$ cat src/rtl/mcpu_pkg.sv
package mcpu_pkg;

    localparam int XLEN    = 32;
    localparam int RIDX_W  = 5;
    localparam int OPC_W   = 6;
    localparam int IMM_W   = 16;
    localparam int JFLD_W  = 26;

    localparam logic [OPC_W-1:0] OPC_REG   = 6'h00;
    localparam logic [OPC_W-1:0] OPC_JUMP  = 6'h02;
    localparam logic [OPC_W-1:0] OPC_BEQ   = 6'h04;
    localparam logic [OPC_W-1:0] OPC_LOAD  = 6'h23;
    localparam logic [OPC_W-1:0] OPC_STORE = 6'h2B;

    localparam logic [5:0] FN_SHL = 6'h00;
    localparam logic [5:0] FN_ADD = 6'h20;
    localparam logic [5:0] FN_SUB = 6'h22;
    localparam logic [5:0] FN_AND = 6'h24;
    localparam logic [5:0] FN_OR  = 6'h25;

    typedef enum logic [2:0] {
        STEP_FETCH, STEP_DECODE, STEP_EXEC, STEP_MEM, STEP_WB
    } step_t;

    typedef enum logic [2:0] {
        OP_ADD, OP_SUB, OP_AND, OP_OR, OP_SHL
    } alu_op_t;

    typedef enum logic { SRC_A_PC, SRC_A_REG } src_a_t;

    typedef enum logic [1:0] {
        SRC_B_REG, SRC_B_IMM, SRC_B_IMM4, SRC_B_FOUR
    } src_b_t;

    typedef enum logic [1:0] { NPC_ALU, NPC_TARGET, NPC_JUMP } npc_t;

    typedef struct packed {
        logic    ir_en;
        logic    pc_en;
        npc_t    pc_src;
        logic    ab_en;
        logic    res_en;
        logic    mdr_en;
        src_a_t  src_a;
        src_b_t  src_b;
        alu_op_t alu_op;
        logic    rf_we;
        logic    rf_dst_rd;
        logic    rf_from_mdr;
        logic    addr_from_res;
        logic    rd_stb;
        logic    wr_stb;
    } ctl_t;

endpackage

$ cat src/rtl/mcpu_regfile.sv
module mcpu_regfile #(
    parameter int DATA_W = 32,
    parameter int IDX_W  = 5
) (
    input  logic              clk,
    input  logic              rst,
    input  logic [IDX_W-1:0]  ra_idx,
    input  logic [IDX_W-1:0]  rb_idx,
    output logic [DATA_W-1:0] ra_data,
    output logic [DATA_W-1:0] rb_data,
    input  logic              we,
    input  logic [IDX_W-1:0]  w_idx,
    input  logic [DATA_W-1:0] w_data
);
    localparam int NREG = 1 << IDX_W;

    logic [DATA_W-1:0] regs_q [NREG];
    logic [DATA_W-1:0] regs_d [NREG];

    always_comb begin
        for (int i = 0; i < NREG; i++) regs_d[i] = regs_q[i];
        if (we && (w_idx != '0)) regs_d[w_idx] = w_data;
    end

    always_ff @(posedge clk) begin
        for (int i = 0; i < NREG; i++) begin
            if (rst) regs_q[i] <= '0;
            else     regs_q[i] <= regs_d[i];
        end
    end

    assign ra_data = regs_q[ra_idx];
    assign rb_data = regs_q[rb_idx];

    // index 0 never yields a nonzero value
    p_zero_read_r9: assert property (@(posedge clk) disable iff (rst)
        (ra_idx == '0) |-> (ra_data == '0));

endmodule

$ cat src/rtl/mcpu_alu.sv
module mcpu_alu
    import mcpu_pkg::*;
#(
    parameter int DATA_W = 32,
    parameter int SH_W   = 5
) (
    input  alu_op_t           op,
    input  logic [DATA_W-1:0] a,
    input  logic [DATA_W-1:0] b,
    input  logic [SH_W-1:0]   shamt,
    output logic [DATA_W-1:0] y,
    output logic              zero
);
    always_comb begin
        unique case (op)
            OP_ADD:  y = a + b;
            OP_SUB:  y = a - b;
            OP_AND:  y = a & b;
            OP_OR:   y = a | b;
            OP_SHL:  y = b << shamt;
            default: y = a + b;
        endcase
    end

    assign zero = (y == '0);

endmodule

$ cat src/rtl/mcpu_seq.sv
module mcpu_seq
    import mcpu_pkg::*;
(
    input  logic             clk,
    input  logic             rst,
    input  logic [OPC_W-1:0] opcode,
    input  logic [5:0]       funct,
    input  logic             alu_zero,
    input  logic             mem_wait,
    output ctl_t             ctl
);
    step_t step_d, step_q;
    alu_op_t fn_op;

    always_comb begin
        case (funct)
            FN_SUB:  fn_op = OP_SUB;
            FN_AND:  fn_op = OP_AND;
            FN_OR:   fn_op = OP_OR;
            FN_SHL:  fn_op = OP_SHL;
            default: fn_op = OP_ADD;
        endcase
    end

    always_comb begin
        ctl    = '0;
        step_d = step_q;
        case (step_q)
            STEP_FETCH: begin
                ctl.rd_stb = 1'b1;
                ctl.src_a  = SRC_A_PC;
                ctl.src_b  = SRC_B_FOUR;
                ctl.alu_op = OP_ADD;
                ctl.pc_src = NPC_ALU;
                if (!mem_wait) begin
                    ctl.ir_en = 1'b1;
                    ctl.pc_en = 1'b1;
                    step_d    = STEP_DECODE;
                end
            end
            STEP_DECODE: begin
                ctl.ab_en  = 1'b1;
                ctl.res_en = 1'b1;
                ctl.src_a  = SRC_A_PC;
                ctl.src_b  = SRC_B_IMM4;
                ctl.alu_op = OP_ADD;
                step_d     = STEP_EXEC;
            end
            STEP_EXEC: begin
                ctl.src_a = SRC_A_REG;
                case (opcode)
                    OPC_REG: begin
                        ctl.src_b  = SRC_B_REG;
                        ctl.alu_op = fn_op;
                        ctl.res_en = 1'b1;
                        step_d     = STEP_WB;
                    end
                    OPC_LOAD, OPC_STORE: begin
                        ctl.src_b  = SRC_B_IMM;
                        ctl.alu_op = OP_ADD;
                        ctl.res_en = 1'b1;
                        step_d     = STEP_MEM;
                    end
                    OPC_BEQ: begin
                        ctl.src_b  = SRC_B_REG;
                        ctl.alu_op = OP_SUB;
                        ctl.pc_src = NPC_TARGET;
                        ctl.pc_en  = alu_zero;
                        step_d     = STEP_FETCH;
                    end
                    OPC_JUMP: begin
                        ctl.pc_src = NPC_JUMP;
                        ctl.pc_en  = 1'b1;
                        step_d     = STEP_FETCH;
                    end
                    default: step_d = STEP_FETCH;
                endcase
            end
            STEP_MEM: begin
                ctl.addr_from_res = 1'b1;
                if (opcode == OPC_LOAD) ctl.rd_stb = 1'b1;
                else                    ctl.wr_stb = 1'b1;
                if (!mem_wait) begin
                    if (opcode == OPC_LOAD) begin
                        ctl.mdr_en = 1'b1;
                        step_d     = STEP_WB;
                    end else begin
                        step_d     = STEP_FETCH;
                    end
                end
            end
            STEP_WB: begin
                ctl.rf_we       = 1'b1;
                ctl.rf_dst_rd   = (opcode == OPC_REG);
                ctl.rf_from_mdr = (opcode != OPC_REG);
                step_d          = STEP_FETCH;
            end
            default: step_d = STEP_FETCH;
        endcase
    end

    always_ff @(posedge clk) begin
        if (rst) step_q <= STEP_FETCH;
        else     step_q <= step_d;
    end

    // decode is always followed by execute
    p_decode_exec_r3: assert property (@(posedge clk) disable iff (rst)
        (step_q == STEP_DECODE) |=> (step_q == STEP_EXEC));

    // a stalled access keeps its step
    p_stall_hold_r10: assert property (@(posedge clk) disable iff (rst)
        ((ctl.rd_stb || ctl.wr_stb) && mem_wait) |=> $stable(step_q));

    // read and write never together
    p_strobe_excl_r10: assert property (@(posedge clk) disable iff (rst)
        !(ctl.rd_stb && ctl.wr_stb));

    // register write only from the write step, never beside a strobe
    p_wb_quiet_r1: assert property (@(posedge clk) disable iff (rst)
        ctl.rf_we |-> !(ctl.rd_stb || ctl.wr_stb));

endmodule

$ cat src/rtl/mcpu_core.sv
module mcpu_core
    import mcpu_pkg::*;
#(
    parameter logic [XLEN-1:0] RESET_PC = '0
) (
    input  logic            clk,
    input  logic            rst,
    output logic [XLEN-1:0] mem_addr,
    output logic [XLEN-1:0] mem_wdata,
    output logic            mem_rd,
    output logic            mem_wr,
    input  logic [XLEN-1:0] mem_rdata,
    input  logic            mem_wait
);
    localparam int SH_W = RIDX_W;
    localparam int SX_W = XLEN - IMM_W;
    localparam int PCHI = XLEN - JFLD_W - 2;

    typedef struct packed {
        logic [XLEN-1:0] pc;
        logic [XLEN-1:0] ir;
        logic [XLEN-1:0] opa;
        logic [XLEN-1:0] opb;
        logic [XLEN-1:0] res;
        logic [XLEN-1:0] mdr;
    } dp_t;

    dp_t dp_d, dp_q;
    ctl_t ctl;

    logic [XLEN-1:0] ra_data, rb_data, alu_a, alu_b, alu_y, imm_sx, wb_data;
    logic [RIDX_W-1:0] wb_idx;
    logic alu_zero;

    assign imm_sx = {{SX_W{dp_q.ir[IMM_W-1]}}, dp_q.ir[IMM_W-1:0]};

    mcpu_seq u_seq (
        .clk      (clk),
        .rst      (rst),
        .opcode   (dp_q.ir[XLEN-1 -: OPC_W]),
        .funct    (dp_q.ir[5:0]),
        .alu_zero (alu_zero),
        .mem_wait (mem_wait),
        .ctl      (ctl)
    );

    assign wb_idx  = ctl.rf_dst_rd ? dp_q.ir[15:11] : dp_q.ir[20:16];
    assign wb_data = ctl.rf_from_mdr ? dp_q.mdr : dp_q.res;

    mcpu_regfile #(.DATA_W(XLEN), .IDX_W(RIDX_W)) u_rf (
        .clk     (clk),
        .rst     (rst),
        .ra_idx  (dp_q.ir[25:21]),
        .rb_idx  (dp_q.ir[20:16]),
        .ra_data (ra_data),
        .rb_data (rb_data),
        .we      (ctl.rf_we),
        .w_idx   (wb_idx),
        .w_data  (wb_data)
    );

    always_comb begin
        alu_a = (ctl.src_a == SRC_A_PC) ? dp_q.pc : dp_q.opa;
        case (ctl.src_b)
            SRC_B_REG:  alu_b = dp_q.opb;
            SRC_B_IMM:  alu_b = imm_sx;
            SRC_B_IMM4: alu_b = imm_sx << 2;
            default:    alu_b = XLEN'(4);
        endcase
    end

    mcpu_alu #(.DATA_W(XLEN), .SH_W(SH_W)) u_alu (
        .op    (ctl.alu_op),
        .a     (alu_a),
        .b     (alu_b),
        .shamt (dp_q.ir[10:6]),
        .y     (alu_y),
        .zero  (alu_zero)
    );

    always_comb begin
        dp_d = dp_q;
        if (ctl.ir_en)  dp_d.ir  = mem_rdata;
        if (ctl.ab_en) begin
            dp_d.opa = ra_data;
            dp_d.opb = rb_data;
        end
        if (ctl.res_en) dp_d.res = alu_y;
        if (ctl.mdr_en) dp_d.mdr = mem_rdata;
        if (ctl.pc_en) begin
            case (ctl.pc_src)
                NPC_TARGET: dp_d.pc = dp_q.res;
                NPC_JUMP:   dp_d.pc = {dp_q.pc[XLEN-1 -: PCHI], dp_q.ir[JFLD_W-1:0], 2'b00};
                default:    dp_d.pc = alu_y;
            endcase
        end
    end

    always_ff @(posedge clk) begin
        if (rst) begin
            dp_q    <= '0;
            dp_q.pc <= RESET_PC;
        end else begin
            dp_q    <= dp_d;
        end
    end

    assign mem_addr  = ctl.addr_from_res ? dp_q.res : dp_q.pc;
    assign mem_wdata = dp_q.opb;
    assign mem_rd    = ctl.rd_stb;
    assign mem_wr    = ctl.wr_stb;

    // a completed fetch advances PC by four
    p_pc_step_r2: assert property (@(posedge clk) disable iff (rst)
        ctl.ir_en |=> (dp_q.pc == $past(dp_q.pc) + XLEN'(4)));

    // instruction register changes only on a completed fetch
    p_ir_hold_r2: assert property (@(posedge clk) disable iff (rst)
        !ctl.ir_en |=> $stable(dp_q.ir));

    // stalled access keeps address and data at the port
    p_port_hold_r10: assert property (@(posedge clk) disable iff (rst)
        ((mem_rd || mem_wr) && mem_wait) |=>
            ($stable(mem_addr) && $stable(mem_wdata) && $stable(mem_rd) && $stable(mem_wr)));

endmodule

$ cat config.mk
export PLATFORM = sky130hd
export DESIGN_NAME = mcpu_core
export DESIGN_NICKNAME = d
export VERILOG_FILES = /design/src/rtl/mcpu_pkg.sv /design/src/rtl/mcpu_regfile.sv /design/src/rtl/mcpu_alu.sv /design/src/rtl/mcpu_seq.sv /design/src/rtl/mcpu_core.sv
export SDC_FILE = /design/constraint.sdc
export NUM_CORES = 2
export LEC_CHECK = 0
export BUFFER_PORTS_ARGS = -buffer_cell sky130_fd_sc_hd__clkbuf_2
export CORE_AREA = 2 2 384 386
export CTS_BUF_LIST = sky130_fd_sc_hd__clkbuf_8
export CTS_CLUSTER_DIAMETER = 80
export DETAILED_ROUTE_END_ITERATION = 10
export DIE_AREA = 0 0 386 388
export PLACE_DENSITY = 0.69
export SLEW_MARGIN = 25
export SYNTH_ARGS = -nofsm -noshare
export SYNTH_HDL_FRONTEND = slang
export SYNTH_HIERARCHICAL = 1
export SYNTH_SLANG_ARGS = --single-unit
$ cat constraint.sdc
create_clock -name clk -period 14.9 [get_ports clk]
set_clock_uncertainty 0.2 [all_clocks]
set_input_delay 0.745 -clock clk [delete_from_list [all_inputs] [get_ports clk]]
set_output_delay 0.745 -clock clk [all_outputs]
set_load 0.03 [all_outputs]
# [Word-level counts from Yosys, hierarchy flattened]
# Memories as Yosys holds them, arrays and structs flattened. A register that Yosys moved wholly into a read port is not among the register bits.
# Cells that the tools add are included.
[totals] mem_count=1 ram_bits=1024 register_bits=131 elab_cells=151 output_inout_bits=66
[classes] bitwise_logic=36 n_shift=1 n_eq_ne=21 add_sub_neg=2 order_cmp=2 reduce_logical=13 n_mux=69
[mem_list] name="u_rf.regs_q" depth=32 width=32 read_ports=34 rd_ports_with_merged_regs=2 wr=32 line="mcpu_regfile.sv:17" rtl="logic [DATA_W-1:0] regs_q [NREG];"
[op_table] cell="$mux W32" count=36
[op_table] cell="$bwmux W1024" count=1
[op_table] cell="$mux W1024" count=1
[op_table] cell="$demux W32 S5" count=1
[op_table] cell="$pmux W32 S4" count=1
[op_table] cell="$pmux W32 S3" count=1
[op_table] cell="$pmux W32 S2" count=1
[op_table] cell="$add A32 B32 Y32" count=1
[op_table] cell="$and A32 B32 Y32" count=1
[op_table] cell="$logic_not A32 Y1" count=1
[op_table] cell="$or A1 B1 Y1" count=32
[op_table] cell="$or A32 B32 Y32" count=1
[op_table] cell="$shl A32 B5 Y32" count=1
[op_table] cell="$sub A32 B32 Y32" count=1
[op_table] cell="$eq A6 B6 Y1 const B" count=5
[op_table] cell="$pmux W3 S4" count=2
[op_table] cell="$pmux W3 S2" count=3
[op_table] cell="$pmux W6 S3" count=1
[op_table] cell="$eq A3 B2 Y1 const B" count=4
[op_table] cell="$logic_not A6 Y1" count=2
[op_table] cell="$mux W1" count=12
[op_table] cell="$mux W3" count=4
[op_table] cell="$pmux W4 S3" count=1
[op_table] cell="$eq A3 B1 Y1 const B" count=2
[op_table] cell="other kinds (21)" count=28

# [Depth between registers and ports, before layout]
[logic_depth] word_depth=14 depth_mapped=34

# [By module]
# Netlist, hierarchy kept.
[modules_own_cells] module="mcpu_regfile" instances=1 cells_each=6843 seq_area_each_um2=20499.7 area_per_inst_um2=52699.3
[modules_own_cells] module="mcpu_core" instances=1 cells_each=926 seq_area_each_um2=3843.7 area_per_inst_um2=9436.6
[modules_own_cells] module="mcpu_alu" instances=1 cells_each=771 seq_area_each_um2=0.0 area_per_inst_um2=5465.2
[modules_own_cells] module="mcpu_seq" instances=1 cells_each=61 seq_area_each_um2=60.1 area_per_inst_um2=461.7

# [Worst setup path after synthesis]
# Ideal clock, no wire load.
[synth_timing] path_type="register to register" startpoint="reg dp_q[155] (netlist name)" endpoint="reg dp_q[163] (netlist name)" setup_slack_ns=8.230 t_required_ns=14.568 n_path_buf=5 t_arrival_ns=6.338 stages_incl_launch_ff=31 setup_time_ns=0.132 synth_period_minus_slack_ns=6.670 cell_sequence="dfxtp_1 > and4b_2 > nand2_2 > a211oi_1 > nor2b_2 > buf_2 > a21oi_1 > buf_2 > nor4_1 > nand3_1 > nor2_1 > a21oi_1 > xnor2_1 > ha_1 > clkbuf_1 > nand4_1 > or3_1 > o21ai_0 > o31ai_1 > and4_1 > a2111oi_0 > and4b_1 > nand4bb_1 > nor4b_2 > a21oi_1 > o21bai_1 > nand2b_1 > buf_4 > buf_6 > a221oi_2 > nor3_2"
[synth_rtl] element="from (decl)" line="mcpu_core.sv:28" rtl="dp_t dp_d, dp_q;"
[synth_rtl] element="from (signal assigned)" line="mcpu_core.sv:104" rtl="dp_q <= dp_d;"

==> metrics <==
status=complete, no violations; Max clock buf depth=3; GPL Wtd Cong=0.9988; final period utilization=0.6508; die area=0.1498 sq mm; grt ovf=0; Die Ht=388 microns; Slew Viols, Final=0; gr usage total=0.3244; crit end category=register; Most used DFF post-synth=dfxtp_1; Final Cell Area=0.07304 sq mm; leakage=23.93 nW; Pwr per Cell Area=106.5 mW/mm^2; cell area after synthesis=0.06806 sq mm; number of max-cap violations=0; worst slack at placement=5438 ps; DR DRC count=0; # rows=140; crit path kind=reg -> reg; Die X=386 microns; total power draw=7.775 mW; yosys warns=6; Worst-path clk slew=70 ps; vias in the first global route=60800; Detailed Place HPWL=158300 microns; Max Freq=0.1031 GHz; Sink Count=1219; required time of the worst setup path=15550 ps; Post-Place Cell Area=0.06872 sq mm; Synth top area share=0.3585; Crit-path slowest cell=a2111oi_0; Worst VDD drop=79.68 uV; pin count of the biggest net entering global routing=224; sequential area share after synthesis=0.3585; Slew @ Worst Pin=1129 ps; CTS tree=done; DR pass1 iterations=9; # setup viols final=0; Post-synth EDFFs=0; setup_tns=0 ps; NumNets Final=8328; Async SR Flop Fraction=0; Inserted Clock Buffers=196; root buffer cell=clkbuf_8; Final Hold Viols=0; crit path DAT=10350 ps; Synth cell types=96; layout cell share with drive strength beyond 1=0.09540; CP startpoint kind=register; setup repair bufs after CTS=0; Synth area leader=dfxtp_1; buffers added on ports=100; CTS H-tree depth=4; wire per inst=24.58 microns; Worst Hold Class=in -> reg; Starting DRT DRC Count=7841; syn nets=8673; antenna violations before repair=2; Slew HR=0.2475; Worst-Skew Late Latency=950 ps; # IOs=101; post-route antenna net violation count=0; routed vias/inst=6.230; CP Max Fanout=57; crit-path max cell delay=640 ps; Synth area leaders=dfxtp_1 36%, mux2i_1 18%, nand2_1 13%; post-layout min period=9697 ps; Mapped Cells=8601; syn_area_per_cell=7.913 sq um; most common cell in the netlist=nand2_1; setup repair after global routing missed its margin=false; worst hold slack=40.31 ps; WL final=253800 microns; Post-synth top cells=2298 x nand2_1, 1261 x a21oi_1, 1226 x mux2i_1; Top delay family on crit path=simple AND/OR/NAND/NOR gates; global-route wire length before repair=378000 microns; Buf/Inv on CP=3; final worst slack=5203 ps; P&R area growth vs syn=7.309%; Via Count=64320; post-synthesis register bit count=1219; Initial Utilization=0.4687; core area=0.1452 sq mm
[per-layer routing]
metal,GRT usage,part of all wire
met3,0.05721,0.092
met4,0.1868,0.060
met2,0.4995,0.44
met1,0.4250,0.40
met5,0,0.000047
[worst min-delay path, delay by kind of cell]
family | cells | cell delay, ps
muxes | 1 | 100
and+or+nand+nor | 1 | 70
buffers and inverters | 1 | 190
[repair_timing]
item                                   4_1_cts  5_1_grt
hold buffers                                31        0
gates resized for setup                      0        0
endpoints found under the hold margin       59        0
[report_power, final]
part	switching (mW)	total (mW)	internal, mW
clock	1.43	2.96	1.53
combinational	0.983	1.46	0.478
sequential	0.0585	3.36	3.30
[cell families after synthesis]
kind of cell / count (synthesis) / share of synthesized area
buffers and inverters: 869 / 0.05840
XOR/XNOR: 44 / 0.005662
AO/OA/AOI/OAI: 1931 / 0.1691
flip-flops: 1219 / 0.3585
AND/OR/NAND/NOR: 3112 / 0.1901
adder cells (fa/ha/maj): 59 / 0.01015
multiplexers: 1367 / 0.2080
[final cells by class]
type | count | area (sq um)
well taps | 1917 | 2399
diodes | 1 | 2.502
clock inverters | 102 | 545.5
inverters | 27 | 101.3
fillers | 13780 | 72180
repair buffers | 299 | 2278
flip-flops and latches | 1219 | 24410
clock buffers | 247 | 3400
multi-input cells | 6513 | 39900
[worst paths after layout]
check                      from                  to  slack (ps)  depth (start not counted)
min               mem_rdata[11]            dp_q[11]          40                          3
min reg2reg  u_rf/regs_q[29][9]  u_rf/regs_q[29][9]         270                          2
max                   dp_q[155]           dp_q[190]        5200                         29
max reg2reg           dp_q[155]           dp_q[190]        5200                         29
[registers in the layout, summed over array words and instances (netlist names)]
| signal | cells |
|---|---|
| u_rf/regs_q | 1024 |
| dp_q | 160 |
| mem_wdata | 32 |
| u_seq/step_q | 3 |
[through the flow]
stage / std cells / utilization
after floorplan: 8601 / -
after global placement: 9940 / 0.4729
after detailed placement: 9942 / 0.4732
after CTS: 10320 / 0.5025
after global routing: 10330 / 0.5030
final: 10330 / 0.5030
[cell usage in the layout (no fill, tap or decap), types with 73 or more instances in the layout]
cell type and instances:
clkbuf_8 247, nand3_1 215, clkbuf_2 99, nor2_1 238, a22oi_1 196, inv_1 93
nand2_1 2298, nor3_1 107, mux2i_1 1226, mux2_2 100, a22o_1 130, a21oi_1 1260
dfxtp_1 1215, o21ai_0 73, buf_4 152
No activity file was read; power rests on OpenSTA's default activity.
